<file path="config.mk">
export PLATFORM = sky130hd
export DESIGN_NAME = pcfg_master
export DESIGN_NICKNAME = d
export VERILOG_FILES = /design/src/rtl/pcfg_pkg.sv /design/src/rtl/pcfg_sync.sv /design/src/rtl/pcfg_cclk_gen.sv /design/src/rtl/pcfg_packer.sv /design/src/rtl/pcfg_master.sv
export SDC_FILE = /design/constraint.sdc
export NUM_CORES = 1
export LEC_CHECK = 0
export BUFFER_PORTS_ARGS = -buffer_cell sky130_fd_sc_hd__buf_4
export CORE_UTILIZATION = 45
export CTS_CLUSTER_DIAMETER = 120
export DETAILED_ROUTE_END_ITERATION = 10
export HOLD_SLACK_MARGIN = 0.12
export SKIP_CTS_REPAIR_TIMING = 1
export SLEW_MARGIN = 5
export SYNTH_ARGS = -nofsm -noshare
export SYNTH_HDL_FRONTEND = slang
export SYNTH_SLANG_ARGS = --single-unit
</file>
<file path="constraint.sdc">
create_clock -name clk -period 5.09 [get_ports clk]
set_input_delay 0.2545 -clock clk [delete_from_list [all_inputs] [get_ports clk]]
set_output_delay 0.2545 -clock clk [all_outputs]
set_load 0.05 [all_outputs]
</file>
<file path="src/rtl/pcfg_pkg.sv">
package pcfg_pkg;

    typedef enum logic [3:0] {
        S_IDLE,
        S_SETUP,
        S_PROG,
        S_WAIT_INIT,
        S_FETCH,
        S_LAUNCH,
        S_CLOCK,
        S_CHECK,
        S_POLL,
        S_TAIL_LAUNCH,
        S_TAIL_WAIT
    } pcfg_state_e;

    localparam logic [1:0] WSEL_8  = 2'd1;
    localparam logic [1:0] WSEL_16 = 2'd2;

    localparam logic [1:0] FAIL_NONE  = 2'd0;
    localparam logic [1:0] FAIL_WIDTH = 2'd1;
    localparam logic [1:0] FAIL_INIT  = 2'd2;
    localparam logic [1:0] FAIL_DONE  = 2'd3;

endpackage

</file>
<file path="src/rtl/pcfg_sync.sv">
module pcfg_sync #(
    parameter int   STAGES  = 2,
    parameter logic RST_VAL = 1'b0
) (
    input  logic clk,
    input  logic rst_n,
    input  logic d,
    output logic q
);
    logic [STAGES-1:0] sh_d, sh_q;

    generate
        if (STAGES > 1) begin : g_multi
            always_comb sh_d = {sh_q[STAGES-2:0], d};
        end else begin : g_single
            always_comb sh_d = d;
        end
    endgenerate

    always_ff @(posedge clk or negedge rst_n) begin
        if (!rst_n) sh_q <= {STAGES{RST_VAL}};
        else        sh_q <= sh_d;
    end

    assign q = sh_q[STAGES-1];
endmodule

</file>
<file path="src/rtl/pcfg_cclk_gen.sv">
module pcfg_cclk_gen #(
    parameter int PHASE_W = 8
) (
    input  logic               clk,
    input  logic               rst_n,
    input  logic               go,
    input  logic [PHASE_W-1:0] phase,
    output logic               cclk,
    output logic               done
);
    typedef enum logic [1:0] {P_IDLE, P_HIGH, P_LOW} ph_e;

    typedef struct packed {
        ph_e                st;
        logic [PHASE_W-1:0] cnt;
        logic               cclk;
    } gen_t;

    gen_t r, n;
    logic last;

    always_comb begin
        n    = r;
        last = (r.cnt == phase - PHASE_W'(1));
        done = 1'b0;
        case (r.st)
            P_IDLE: begin
                if (go) begin
                    n.st   = P_HIGH;
                    n.cnt  = '0;
                    n.cclk = 1'b1;
                end
            end
            P_HIGH: begin
                if (last) begin
                    n.st   = P_LOW;
                    n.cnt  = '0;
                    n.cclk = 1'b0;
                end else begin
                    n.cnt = r.cnt + PHASE_W'(1);
                end
            end
            P_LOW: begin
                if (last) begin
                    n.st  = P_IDLE;
                    n.cnt = '0;
                    done  = 1'b1;
                end else begin
                    n.cnt = r.cnt + PHASE_W'(1);
                end
            end
            default: n.st = P_IDLE;
        endcase
    end

    always_ff @(posedge clk or negedge rst_n) begin
        if (!rst_n) r <= '0;
        else        r <= n;
    end

    assign cclk = r.cclk;
endmodule

</file>
<file path="src/rtl/pcfg_packer.sv">
module pcfg_packer #(
    parameter int BYTE_W = 8
) (
    input  logic                clk,
    input  logic                rst_n,
    input  logic                clr,
    input  logic                load,
    input  logic                wide,
    input  logic                slot,
    input  logic [BYTE_W-1:0]   byte_in,
    output logic [2*BYTE_W-1:0] word
);
    localparam int BUS_W = 2 * BYTE_W;

    logic [BYTE_W-1:0] rev;
    logic [BUS_W-1:0]  word_d, word_q;

    generate
        for (genvar i = 0; i < BYTE_W; i++) begin : g_rev
            assign rev[i] = byte_in[BYTE_W-1-i];
        end
    endgenerate

    always_comb begin
        word_d = word_q;
        if (clr) begin
            word_d = '0;
        end else if (load) begin
            if (wide && !slot) word_d[BUS_W-1:BYTE_W] = rev;
            else               word_d[BYTE_W-1:0]     = rev;
        end
    end

    always_ff @(posedge clk or negedge rst_n) begin
        if (!rst_n) word_q <= '0;
        else        word_q <= word_d;
    end

    assign word = word_q;
endmodule

</file>
<file path="src/rtl/pcfg_master.sv">
module pcfg_master
    import pcfg_pkg::*;
#(
    parameter int BYTE_W      = 8,
    parameter int LEN_W       = 16,
    parameter int HOLD_W      = 24,
    parameter int PHASE_W     = 8,
    parameter int DONE_POLLS  = 10000,
    parameter int TAIL_PULSES = 8,
    parameter int SYNC_STAGES = 2
) (
    input  logic                clk,
    input  logic                rst_n,
    input  logic                start,
    input  logic [1:0]          width_sel,
    input  logic [LEN_W-1:0]    byte_count,
    input  logic [HOLD_W-1:0]   hold_cycles,
    input  logic [PHASE_W-1:0]  phase_cycles,
    input  logic                s_valid,
    input  logic [BYTE_W-1:0]   s_data,
    output logic                s_ready,
    output logic                cfg_prog_n,
    output logic                cfg_cs_n,
    output logic                cfg_rdwr_n,
    output logic                cfg_cclk,
    output logic [2*BYTE_W-1:0] cfg_d,
    input  logic                cfg_init_n,
    input  logic                cfg_done,
    output logic                busy,
    output logic                ok,
    output logic                fail,
    output logic [1:0]          fail_code
);
    localparam int BUS_W  = 2 * BYTE_W;
    localparam int POLL_W = $clog2(DONE_POLLS + 1);
    localparam int CNT_W  = (HOLD_W > POLL_W) ? HOLD_W : POLL_W;
    localparam int TAIL_W = $clog2(TAIL_PULSES + 1);
    localparam int SETTLE = SYNC_STAGES + 1;

    typedef struct packed {
        pcfg_state_e        state;
        logic [LEN_W-1:0]   remain;
        logic [CNT_W-1:0]   cnt;
        logic [TAIL_W-1:0]  tail;
        logic               slot;
        logic               wide;
        logic [PHASE_W-1:0] phase;
        logic [HOLD_W-1:0]  hold;
        logic               ok;
        logic               fail;
        logic [1:0]         code;
        logic               cs_n;
        logic               rdwr_n;
        logic               prog_n;
    } ctl_t;

    ctl_t r, n;

    logic init_s, done_s;
    logic cg_go, cg_done;
    logic pk_clr, pk_load;

    pcfg_sync #(.STAGES(SYNC_STAGES), .RST_VAL(1'b0)) u_sync_init (
        .clk(clk), .rst_n(rst_n), .d(cfg_init_n), .q(init_s)
    );

    pcfg_sync #(.STAGES(SYNC_STAGES), .RST_VAL(1'b0)) u_sync_done (
        .clk(clk), .rst_n(rst_n), .d(cfg_done), .q(done_s)
    );

    pcfg_cclk_gen #(.PHASE_W(PHASE_W)) u_cclk (
        .clk(clk), .rst_n(rst_n), .go(cg_go), .phase(r.phase),
        .cclk(cfg_cclk), .done(cg_done)
    );

    pcfg_packer #(.BYTE_W(BYTE_W)) u_pack (
        .clk(clk), .rst_n(rst_n), .clr(pk_clr), .load(pk_load),
        .wide(r.wide), .slot(r.slot), .byte_in(s_data), .word(cfg_d)
    );

    always_comb begin
        n       = r;
        cg_go   = 1'b0;
        pk_clr  = 1'b0;
        pk_load = 1'b0;
        s_ready = 1'b0;
        case (r.state)
            S_IDLE: begin
                if (start) begin
                    n.ok   = 1'b0;
                    n.fail = 1'b0;
                    n.code = FAIL_NONE;
                    if (width_sel == WSEL_8 || width_sel == WSEL_16) begin
                        n.wide   = (width_sel == WSEL_16);
                        n.remain = byte_count;
                        n.phase  = (phase_cycles == '0) ? PHASE_W'(1) : phase_cycles;
                        n.hold   = (hold_cycles == '0) ? HOLD_W'(1) : hold_cycles;
                        n.slot   = 1'b0;
                        n.state  = S_SETUP;
                        pk_clr   = 1'b1;
                    end else begin
                        n.fail = 1'b1;
                        n.code = FAIL_WIDTH;
                    end
                end
            end
            S_SETUP: begin
                n.cnt   = '0;
                n.state = S_PROG;
            end
            S_PROG: begin
                if (r.cnt == CNT_W'(r.hold) - CNT_W'(1)) begin
                    n.cnt   = '0;
                    n.state = S_WAIT_INIT;
                end else begin
                    n.cnt = r.cnt + CNT_W'(1);
                end
            end
            S_WAIT_INIT: begin
                if (r.cnt < CNT_W'(SETTLE)) begin
                    n.cnt = r.cnt + CNT_W'(1);
                end else if (init_s) begin
                    n.cnt   = '0;
                    n.slot  = 1'b0;
                    n.state = (r.remain == '0) ? S_CHECK : S_FETCH;
                end
            end
            S_FETCH: begin
                s_ready = 1'b1;
                if (s_valid) begin
                    pk_load  = 1'b1;
                    n.remain = r.remain - LEN_W'(1);
                    if (!r.wide || r.slot || r.remain == LEN_W'(1)) begin
                        n.slot  = 1'b0;
                        n.state = S_LAUNCH;
                    end else begin
                        n.slot = 1'b1;
                    end
                end
            end
            S_LAUNCH: begin
                cg_go   = 1'b1;
                n.state = S_CLOCK;
            end
            S_CLOCK: begin
                if (cg_done) begin
                    pk_clr  = 1'b1;
                    n.state = (r.remain == '0) ? S_CHECK : S_FETCH;
                end
            end
            S_CHECK: begin
                if (!init_s) begin
                    n.fail  = 1'b1;
                    n.code  = FAIL_INIT;
                    n.state = S_IDLE;
                end else begin
                    n.cnt   = '0;
                    n.state = S_POLL;
                end
            end
            S_POLL: begin
                if (done_s) begin
                    n.tail  = '0;
                    n.state = S_TAIL_LAUNCH;
                end else if (r.cnt == CNT_W'(DONE_POLLS - 1)) begin
                    n.fail  = 1'b1;
                    n.code  = FAIL_DONE;
                    n.state = S_IDLE;
                end else begin
                    n.cnt = r.cnt + CNT_W'(1);
                end
            end
            S_TAIL_LAUNCH: begin
                cg_go   = 1'b1;
                n.state = S_TAIL_WAIT;
            end
            S_TAIL_WAIT: begin
                if (cg_done) begin
                    if (r.tail == TAIL_W'(TAIL_PULSES - 1)) begin
                        n.ok    = 1'b1;
                        n.state = S_IDLE;
                    end else begin
                        n.tail  = r.tail + TAIL_W'(1);
                        n.state = S_TAIL_LAUNCH;
                    end
                end
            end
            default: n.state = S_IDLE;
        endcase
        n.cs_n   = (n.state == S_IDLE);
        n.rdwr_n = (n.state == S_IDLE);
        n.prog_n = (n.state != S_PROG);
    end

    always_ff @(posedge clk or negedge rst_n) begin
        if (!rst_n) begin
            r        <= '0;
            r.cs_n   <= 1'b1;
            r.rdwr_n <= 1'b1;
            r.prog_n <= 1'b1;
        end else begin
            r <= n;
        end
    end

    assign cfg_prog_n = r.prog_n;
    assign cfg_cs_n   = r.cs_n;
    assign cfg_rdwr_n = r.rdwr_n;
    assign busy       = (r.state != S_IDLE);
    assign ok         = r.ok;
    assign fail       = r.fail;
    assign fail_code  = r.code;
endmodule

</file>
==> flow_summary_export.csv, run 1 <==
group,metric,value,unit
layout,final_util,0.581,
power_and_ir_drop,p_seq_frac,0.337,
die,core_area,15300,µm²
power_and_ir_drop,p_sw_frac,0.440,
layout,fin_cells,1188,
layout,regArea,2980,µm²
layout,layout_common_cells,"162 x nand2_1, 117 x dfrtp_1, 93 x buf_4",
routing,detail_route.wl_per_cell,16.3,µm
worst_setup_path,worst_ep_arrival_time,4010,ps
worst_setup_path,path_cells,"inv_1 > ha_1 > a21oi_1 > a311o_1 > a2111oi_0 > and2_0 > nand2_1 > o21ai_1 > nor2_1",
synthesis,yosysWarningCount,0,
timing,tightest_slew,1140,ps
timing,period_needed,3750,ps
synthesis,syn_inst,855,
timing,setup_viol,0,
timing,slew_violations,0,
synthesis,synth_edf_count,0,
power_and_ir_drop,clkPwrFrac,0.247,
power_and_ir_drop,internal_power,2.62,mW
routing,viasPerCell,5.65,
die,die_height,128,µm
timing,fmax,266,MHz
place,hpwl,13600,µm
timing,tns,0,ps
place,dp.cells,1110,
routing,vias,6718,
global_route,grt_pass1_wl,31700,µm
power_and_ir_drop,p_per_area,525,nW/µm²
power_and_ir_drop,ir_worst_vdd,0.452,mV
worst_setup_path,crit_path_start_kind,"register",
global_route,grt_max_degree,70,
routing,ant_nets,0,
routing,first_pass_iters,5,
synthesis,syn_avg_cell_area,8.31,µm²
synthesis,synthArstFlopShare,1.00,
synthesis,synth_seq_area_share,0.419,
timing,rsz0062_at_grt,"no",
worst_setup_path,cp_max_fo,16,
power_and_ir_drop,p_leak,4.10,nW
die,num_rows,45,
clock_network,htreeDepth,4,
die,die_w,128,µm
place,port_buffers,89,
timing,hold_violations,0,
worst_setup_path,critPathKind,"reg2reg",
worst_setup_path,path_buf_inv,1,
place,place_ws,1380,ps
hold_path,hold_path.class,"in2reg",
global_route,grt_remaining_overflow,0,
layout,num-fill-cells,1396,
layout,n_antenna_cell,0,
layout,syn2layout_area_growth,25.2,%
routing,drtIter0Drc,490,
worst_setup_path,required,5340,ps
synthesis,synth_fp_nets,931,
clock_network,numCtsBuffers,17,
layout,layout_commonest_cell,"nand2_1",
clock_network,clkLatencyLatePin,420,ps
worst_setup_path,path_delay_family,"compound AO/OA/AOI/OAI gates",
timing,fin_crit_sh,0.738,
timing,fin_worst_skew,9.71,ps
die,fp.dieArea,16300,µm²
power_and_ir_drop,power_switching,2.06,mW
job,maxCapViolations,0,
die,initial_core_util,0.464,
routing,drcViolationCount,0,
clock_network,cts-root-buf,"clkbuf_16",
run_status,status,"completed",
synthesis,ys.flop_type,"dfrtp_1",
synthesis,synth_area,7110,µm²
global_route,grt_antenna_before_repair,0,
timing,fin_ws,1340,ps
worst_setup_path,slowest_stage,"a2111oi_0",
synthesis,post_synth_num_cell_types,66,
layout,drive_above_1_share,0.150,
global_route,grt_pass1_vias,6436,
routing,routed_wl,19300,µm
synthesis,ys_ff_latch,119,
global_route,grt_util_all_layers,0.247,
place,place_congestion,0.874,
clock_network,clock_sinks,119,
clock_network,clockBufferDepth,2,
die,ioPinCount,90,
worst_setup_path,end_kind,"register",
clock_network,cts_tree,"built",
clock_network,cts.clk_slew.worst_paths,60,ps
layout,multi_input_area,3820,µm²
power_and_ir_drop,pwr-share-comb,0.416,
layout,layout.nets,1040,
worst_setup_path,critPathMaxStageDelay,900,ps
timing,relSlewSlack,0.236,
## cell usage after synthesis (3+ instances only)
master	n	area, µm²
nor2b_1	10	62.6
nand4_1	16	100
and3_1	13	81.3
o22ai_1	4	25.0
nor4_1	23	144
or2_2	7	43.8
o21ai_0	59	295
nand2_1	162	608
dfrtp_1	117	2930
nor3_1	28	140
nor2_1	67	251
a22oi_1	6	45.0
inv_1	26	97.6
nand2b_1	16	100
a31oi_1	21	131
nand3_1	38	190
mux2i_1	20	200
a21oi_1	41	205
clkbuf_1	42	158
xor2_1	20	175
or4_1	6	45.0
o2111ai_1	4	35.0
o211ai_1	9	67.6
ha_1	12	150
o31ai_1	4	30.0
nand3b_1	8	60.1
xnor2_1	23	201
buf_4	3	22.5
## power groups by stage
stage | sequential, mW | clock (mW) | combinational (mW)
after floorplan | 1.57 | 0 | 1.39
after global placement | 1.57 | 0 | 1.84
after detailed placement | 1.58 | 0 | 1.90
after CTS | 1.57 | 1.18 | 1.91
after global routing | 1.62 | 1.22 | 2.17
final | 1.58 | 1.15 | 1.94
## state kept, by name, summed over array words and instances (netlist names)
name and flops:
cfg_prog_n 1, r 82, u_pack.word 16, ok 1, u_sync_done.sh_q 2, fail 1, u_sync_init.sh_q 2, fail_code 2
u_cclk.r 10, cfg_rdwr_n 1, u_cclk.cclk 1
## tightest hold or removal path: cells and delay by family
kind | cells | cell delay [ps]
and+or+nand+nor | 1 | 80
buffers and inverters | 1 | 80
muxes | 1 | 50
## cell type report
class                   count  area share
clock buffers              19      0.0509
clock inverters            13      0.0136
inverters                  26      0.0110
multi-input cells         661       0.430
flip-flops and latches    119       0.335
well taps                 211      0.0297
repair buffers            139       0.130
## cell families (layout without fill, tap and decap cells)
family,after synthesis,count (layout),share of synthesized area
mux,21,21,0.0298
buf+inv,75,197,0.0435
xor+xnor,43,43,0.0530
fa+ha+maj,12,12,0.0211
flops,119,119,0.419
simple gates,412,412,0.280
compound gates,173,173,0.153
## worst paths after layout
kind	start	to	slack, ps	cells after the start
hold / removal	s_data[6]	u_pack.word[1]	100	3
setup / recovery	r[31]	u_pack.word[7]	1340	9
min in group asynchronous	rst_n	r[15]	500	2
hold reg to reg	u_sync_done.sh_q[0]	u_sync_done.sh_q[1]	350	0
setup reg to reg	r[31]	u_pack.word[7]	1340	9
max in group asynchronous	rst_n	r[20]	3390	3
## through the flow
stage	instance area (µm²)	hold slack, ps	power, mW
final	8900	98.1	4.67
after global routing	8900	122	5.01
after CTS	8440	-79.0	4.66
after detailed placement	7860	342	3.48
after global placement	7860	336	3.41
after floorplan	7110	-41.1	2.96
## per-layer routing
layer	share of wire	global-route usage	vias up
li1	-	-	3252
met1	0.44	0.321	3256
met2	0.49	0.410	183
met3	0.047	0.0497	27
met4	0.020	0.0900	0
met5	0	0	-
No activity file was read; power rests on OpenSTA's default activity.
==> run 2, diff against run 1 <==
--- a/config.mk
+++ b/config.mk
@@ -5,11 +5,13 @@
 export SDC_FILE = /design/constraint.sdc
 export NUM_CORES = 1
 export LEC_CHECK = 0
+export ABC_AREA = 1
 export BUFFER_PORTS_ARGS = -buffer_cell sky130_fd_sc_hd__buf_4
 export CORE_UTILIZATION = 45
 export CTS_CLUSTER_DIAMETER = 120
 export DETAILED_ROUTE_END_ITERATION = 10
 export HOLD_SLACK_MARGIN = 0.12
+export PLACE_DENSITY = 0.66
 export SKIP_CTS_REPAIR_TIMING = 1
 export SLEW_MARGIN = 5
 export SYNTH_ARGS = -nofsm -noshare
==> constraint.sdc (replaced) <==
create_clock -name clk -period 3.35 [get_ports clk]
set_input_delay 0.1675 -clock clk [delete_from_list [all_inputs] [get_ports clk]]
set_output_delay 0.1675 -clock clk [all_outputs]
set_load 0.05 [all_outputs]
==> run 2 against run 1 <==
  * Utilization fell by 1.2 points
  * Sequential power rose by 7%
  * Power fell by 3.2%
  * Combinational power fell by 47%
  * Via count rose by 32%
  * Count of clock-buffer cells in the layout fell by 2
  * Clock power rose by 58%
  * First-iteration DRC count rose by 69%
  * Synthesized cell count rose by 52%
  * Die area rose by 23%
  * Maximum frequency rose by 41%
  * Sequential share of layout area fell by 5.8 points
  * Largest cell class unchanged
  * Largest power group is now the clock network
==> flow_summary_export.csv, run 2 <==
group,metric,value,unit
run_status,status,"completed",
timing,rsz0062_at_grt,"no",
power_and_ir_drop,p_seq_frac,0.373,
worst_setup_path,slowest_stage,"a31oi_4",
die,die_height,141,µm
layout,n_antenna_cell,0,
global_route,grt_max_degree,58,
power_and_ir_drop,clkPwrFrac,0.402,
layout,drive_above_1_share,0.134,
global_route,grt_util_all_layers,0.250,
die,fp.dieArea,20000,µm²
die,num_rows,50,
routing,routed_wl,24500,µm
global_route,grt_remaining_overflow,0,
job,maxCapViolations,0,
layout,layout_common_cells,"344 x nand2_1, 171 x inv_1, 141 x nor2_1",
routing,viasPerCell,5.21,
routing,drcViolationCount,0,
clock_network,cts_tree,"built",
timing,setup_viol,0,
power_and_ir_drop,p_leak,5.30,nW
synthesis,synth_most_common_cell,"nand2_1",
worst_setup_path,critPathKind,"reg2reg",
routing,drtIter0Drc,827,
synthesis,ys_ff_latch,119,
synthesis,yosys-top-cells-area,"dfrtp_1 33%, nand2_1 15%, nand3_1 7.6%, inv_1 7.3%, nor2_1 6.1%",
worst_setup_path,crit_path_start_kind,"register",
timing,period_needed,2660,ps
synthesis,synth_seq_area_share,0.341,
clock_network,clockBufferDepth,2,
timing,tns,0,ps
clock_network,clock_sinks,119,
power_and_ir_drop,pwr-share-comb,0.225,
worst_setup_path,required,3720,ps
clock_network,cts.clk_slew.worst_paths,60,ps
power_and_ir_drop,internal_power,2.92,mW
place,place_congestion,0.934,
routing,ant_nets,0,
layout,top_register,"r",
hold_path,hold_path.class,"in2reg",
clock_network,numCtsBuffers,17,
timing,holdWs,84.7,ps
worst_setup_path,cp_max_fo,24,
synthesis,post_synth_num_cell_types,54,
timing,fmax,377,MHz
layout,final_util,0.569,
clock_network,clkLatencyLatePin,440,ps
global_route,grt_pass1_vias,8162,
power_and_ir_drop,power_switching,1.60,mW
place,port_buffers,89,
routing,detail_route.wl_per_cell,14.4,µm
global_route,grt_pass1_wl,39900,µm
layout,layout.nets,1502,
synthesis,syn_inst,1301,
place,place_ws,731,ps
timing,fin_ws,695,ps
worst_setup_path,worst_ep_arrival_time,3030,ps
timing,slew_violations,0,
power_and_ir_drop,p_per_area,421,nW/µm²
power_and_ir_drop,p_sw_frac,0.354,
timing,fin_worst_skew,12.3,ps
timing,relSlewSlack,0.470,
timing,tightest_slew,791,ps
synthesis,synth_fp_nets,1377,
die,ioPinCount,90,
routing,first_pass_iters,5,
synthesis,synthArstFlopShare,1.00,
die,core_area,18900,µm²
synthesis,synth_common_cells,"344 x nand2_1, 171 x inv_1, 142 x nor2_1, 133 x nand3_1, 117 x dfrtp_1",
synthesis,ys.flop_type,"dfrtp_1",
worst_setup_path,path_delay_family,"compound AO/OA/AOI/OAI gates",
synthesis,yosysWarningCount,0,
worst_setup_path,end_kind,"register",
synthesis,synth_top_area_share,0.335,
worst_setup_path,critPathMaxStageDelay,620,ps
die,die_w,141,µm
timing,fin_crit_sh,0.793,
global_route,grt_antenna_before_repair,0,
synthesis,synth_area,8740,µm²
layout,largest_register_ffs,82,
layout,layout_commonest_cell,"nand2_1",
routing,vias,8859,
power_and_ir_drop,ir_worst_vdd,0.297,mV
clock_network,htreeDepth,4,
worst_setup_path,path_cells,"nor2_1 > inv_2 > nor2_2 > buf_4 > nor2_1 > o21ai_0 > o211ai_2 > buf_4 > a31oi_4 > nand2_1 > nand2_1",
place,hpwl,17300,µm
timing,hold_violations,0,
synthesis,yosysTopAreaCell,"dfrtp_1",
clock_network,cts-root-buf,"clkbuf_16",
synthesis,syn_avg_cell_area,6.72,µm²
die,initial_core_util,0.463,
synthesis,synth_edf_count,0,
worst_setup_path,path_buf_inv,3,
layout,syn2layout_area_growth,22.9,%
layout,num-fill-cells,1824,
[run 2: cell count changes after synthesis, moves of 19 or more]
cell     before  now
mux2i_1      20    0
inv_1        26  171
nand2_1     162  344
nand3_1      38  133
nor2_1       67  142
nand3_2       0   22
buf_2         1   21
a21oi_1      41   22
[run 2: path summary, 6_finish.rpt]
path	startpoint	end	slack, ps	cells after the start
max in group asynchronous	rst_n	r[46]	2130	3
setup / recovery	r[85]	r[63]	690	11
min in group asynchronous	rst_n	r[30]	320	2
hold / removal	hold_cycles[0]	r[7]	80	3
setup reg to reg	r[85]	r[63]	690	11
hold reg to reg	u_sync_init.sh_q[0]	u_sync_init.sh_q[1]	350	0
[run 2: layer usage]
| metal | GRT usage | up-vias | wire [µm] |
|---|---|---|---|
| met1 | 0.330 | 4082 | 11100 |
| met2 | 0.417 | 293 | 11600 |
| met4 | 0.0753 | 0 | 501 |
| met3 | 0.0439 | 42 | 1320 |
| li1 | - | 4442 | - |
| met5 | 0 | - | 0 |
[run 2: power by group through the flow]
stage | sequential [mW] | clock, mW | combinational [mW]
detailed placement | 1.71 | 0 | 0.950
global placement | 1.71 | 0 | 0.938
CTS | 1.69 | 1.84 | 0.955
finish | 1.69 | 1.82 | 1.02
floorplan | 1.72 | 0 | 0.646
global route | 1.70 | 1.91 | 1.14
[run 2: cell families after synthesis]
logic type               Yosys count  share of synthesized area
XOR/XNOR                          49                     0.0491
buffers and inverters            237                      0.110
adder cells (fa/ha/maj)           12                     0.0172
AO/OA/AOI/OAI                    152                      0.103
AND/OR/NAND/NOR                  732                      0.380
flip-flops                       119                      0.341
[run 2: area by class of cell]
| class | count | area [µm²] | share of cell area |
|---|---|---|---|
| repair buffers | 163 | 1370 | 0.128 |
| clock buffers | 17 | 425 | 0.0396 |
| clock inverters | 15 | 155 | 0.0144 |
| multi-input cells | 945 | 4810 | 0.448 |
| well taps | 260 | 325 | 0.0303 |
| inverters | 180 | 676 | 0.0629 |
| flip-flops and latches | 119 | 2980 | 0.277 |
[run 2: worst reg2reg max path: cells and delay by family (launching register included)]
kind	cells	cell delay, ps
and+or+nand+nor	5	750
DFF	1	440
buffers and inverters	3	540
AOI/OAI and AO/OA	3	840
[run 2: through the flow]
step                      std cells  total power, mW  cell area, µm²
after floorplan                1301             2.37            8740
after global placement         1608             2.65            9570
after detailed placement       1608             2.66            9570
after CTS                      1640             4.48           10200
after global routing           1699             4.76           10700
final                          1699             4.52           10700
==> run 3, diff against run 2 <==
--- a/config.mk
+++ b/config.mk
@@ -5,13 +5,13 @@
 export SDC_FILE = /design/constraint.sdc
 export NUM_CORES = 1
 export LEC_CHECK = 0
-export ABC_AREA = 1
+export ABC_AREA = 0
 export BUFFER_PORTS_ARGS = -buffer_cell sky130_fd_sc_hd__buf_4
 export CORE_UTILIZATION = 45
 export CTS_CLUSTER_DIAMETER = 120
 export DETAILED_ROUTE_END_ITERATION = 10
 export HOLD_SLACK_MARGIN = 0.12
-export PLACE_DENSITY = 0.66
+export PLACE_DENSITY = 0.67
 export SKIP_CTS_REPAIR_TIMING = 1
 export SLEW_MARGIN = 5
 export SYNTH_ARGS = -nofsm -noshare
==> constraint.sdc (replaced) <==
create_clock -name clk -period 2.2 [get_ports clk]
set_input_delay 0.11 -clock clk [delete_from_list [all_inputs] [get_ports clk]]
set_output_delay 0.11 -clock clk [all_outputs]
set_load 0.05 [all_outputs]
==> run 3 against run 2 <==
  * The flow now finishes with violations (negative setup slack)
  * First-iteration DRC count shrank 27%
  * Utilization up 14 points
  * Maximum frequency fell by 18%
  * Global-route usage increased by 2.0 points
  * Register-to-register slack worse by 1700 ps
  * Combinational power grew to 6.8 times the previous value
  * Clock power is 73% higher
  * Count of clock-buffer cells in the layout rose by 4
  * Die area down 18%
  * Via count fell by 14%
  * Flip-flop and latch count did not move
  * Critical path type unchanged
  * Largest cell class unchanged
  * Highest routed layer unchanged
==> flow_summary_export.csv, run 3 (synthesis gave the netlist of run 1 again) <==
group,metric,value,unit
run_status,status,"finished with violations",
run_status,violations,"negative setup slack",
hold_path,hold_path.class,"in2reg",
die,fp.dieArea,16300,µm²
power_and_ir_drop,p_leak,5.11,nW
layout,top_register,"r",
worst_setup_path,end_kind,"register",
die,die_height,128,µm
die,core_area,15300,µm²
timing,tightest_slew,670,ps
power_and_ir_drop,p_per_area,1250,nW/µm²
timing,period_needed,3220,ps
clock_network,cts.clk_slew.worst_paths,60,ps
place,hpwl,15400,µm
layout,layout.nets,1223,
clock_network,numCtsBuffers,17,
timing,hold_violations,0,
clock_network,cts-root-buf,"clkbuf_16",
clock_network,htreeDepth,4,
global_route,grt_pass1_wl,34200,µm
global_route,grt_max_degree,38,
layout,syn2layout_area_growth,52.4,%
routing,drtIter0Drc,604,
layout,drive_above_1_share,0.321,
layout,layout_common_cells,"249 x buf_4, 156 x nand2_1, 113 x dfrtp_1",
routing,drcViolationCount,0,
timing,rsz0062_at_grt,"yes",
clock_network,clkLatencyLatePin,430,ps
place,port_buffers,89,
die,ioPinCount,90,
routing,viasPerCell,5.54,
clock_network,clock_sinks,119,
routing,ant_nets,0,
die,num_rows,45,
layout,layout_commonest_cell,"buf_4",
die,die_w,128,µm
worst_setup_path,cp_max_fo,7,
timing,slew_violations,0,
global_route,grt_antenna_before_repair,0,
timing,relSlewSlack,0.554,
clock_network,cts_tree,"built",
layout,largest_register_ffs,82,
routing,first_pass_iters,5,
timing,fin_ws,-1020,ps
timing,tns,-30910,ps
layout,fin_cells,1371,
clock_network,clockBufferDepth,2,
timing,fin_worst_skew,7.92,ps
timing,fin_crit_sh,1.47,
timing,setup_viol,51,
worst_setup_path,worst_ep_arrival_time,3520,ps
routing,detail_route.wl_per_cell,16.8,µm
global_route,grt_util_all_layers,0.270,
worst_setup_path,required,2500,ps
global_route,grt_remaining_overflow,0,
global_route,grt_pass1_vias,7030,
die,initial_core_util,0.464,
timing,fmax,310,MHz
worst_setup_path,crit_path_start_kind,"register",
power_and_ir_drop,ir_worst_vdd,0.760,mV
job,maxCapViolations,0,
place,dp.cells,1274,
routing,routed_wl,23000,µm
layout,n_antenna_cell,0,
worst_setup_path,critPathKind,"reg2reg",
routing,vias,7592,
place,place_ws,-927,ps
place,place_congestion,0.914,
## run 3: changes by cell type in the layout (fill, tap and decap cells not counted), sizes merged, moves of 12 or more
cell	delta
a21oi	+18
and3	+13
buf	+156
inv	-160
mux2i	+20
nand2	-187
nand2b	+16
nand3	-117
nand4	-12
nor2	-89
nor4	+16
o21ai	-19
## run 3: per-stage QoR
step                      hold WS (ps)  utilization  power [mW]  cell area [µm²]
after global routing               158        0.707        14.3            10800
after CTS                         -381        0.652        12.9             9980
after global placement            64.5        0.608        9.56             9320
after detailed placement          68.8        0.608        9.68             9320
after floorplan                   -186            -        7.08             7310
final                             65.9        0.707        13.6            10800
## run 3: path summary, 6_finish.rpt
kind	from	to	cells past startpoint	slack (ps)
max in group asynchronous	rst_n	cfg_prog_n	3	1420
worst min-delay path	byte_count[8]	r[77]	3	70
worst max register to register	r[13]	r[55]	11	-1020
worst max-delay path	r[13]	r[55]	11	-1020
min in group asynchronous	rst_n	r[19]	2	160
worst min register to register	u_sync_init.sh_q[0]	u_sync_init.sh_q[1]	0	350
## run 3: layout make-up
cell class	instances	area (µm²)
clock inverters	11	195
flip-flops and latches	119	2990
clock buffers	21	470
repair buffers	320	2630
fillers	1191	4490
well taps	211	264
multi-input cells	663	4190
inverters	26	97.6
## run 3: per-layer routing
| layer | vias to the layer above | wire length [µm] | global-route usage |
|---|---|---|---|
| li1 | 3610 | - | - |
| met1 | 3656 | 9930 | 0.364 |
| met2 | 279 | 11200 | 0.437 |
| met3 | 47 | 1380 | 0.0526 |
| met4 | 0 | 483 | 0.0900 |
| met5 | - | 0 | 0 |
## run 3: power breakdown
| part | switching [mW] | total, mW | internal, mW |
|---|---|---|---|
| Combinational | 3.89 | 6.98 | 3.09 |
| Sequential | 0.609 | 3.43 | 2.82 |
| Clock | 1.04 | 3.14 | 2.10 |
| Total | 5.54 | 13.6 | 8.01 |
## run 3: worst max-delay path, stage by stage, from the launching register on
cell	delay, ps
dfrtp_2	420
nor4_4	260
buf_4	180
nand4_1	160
nor4_1	430
o21ai_1	120
or4_4	570
a2111oi_4	340
buf_6	200
o21ai_4	110
a31oi_2	240
a31oi_1	70
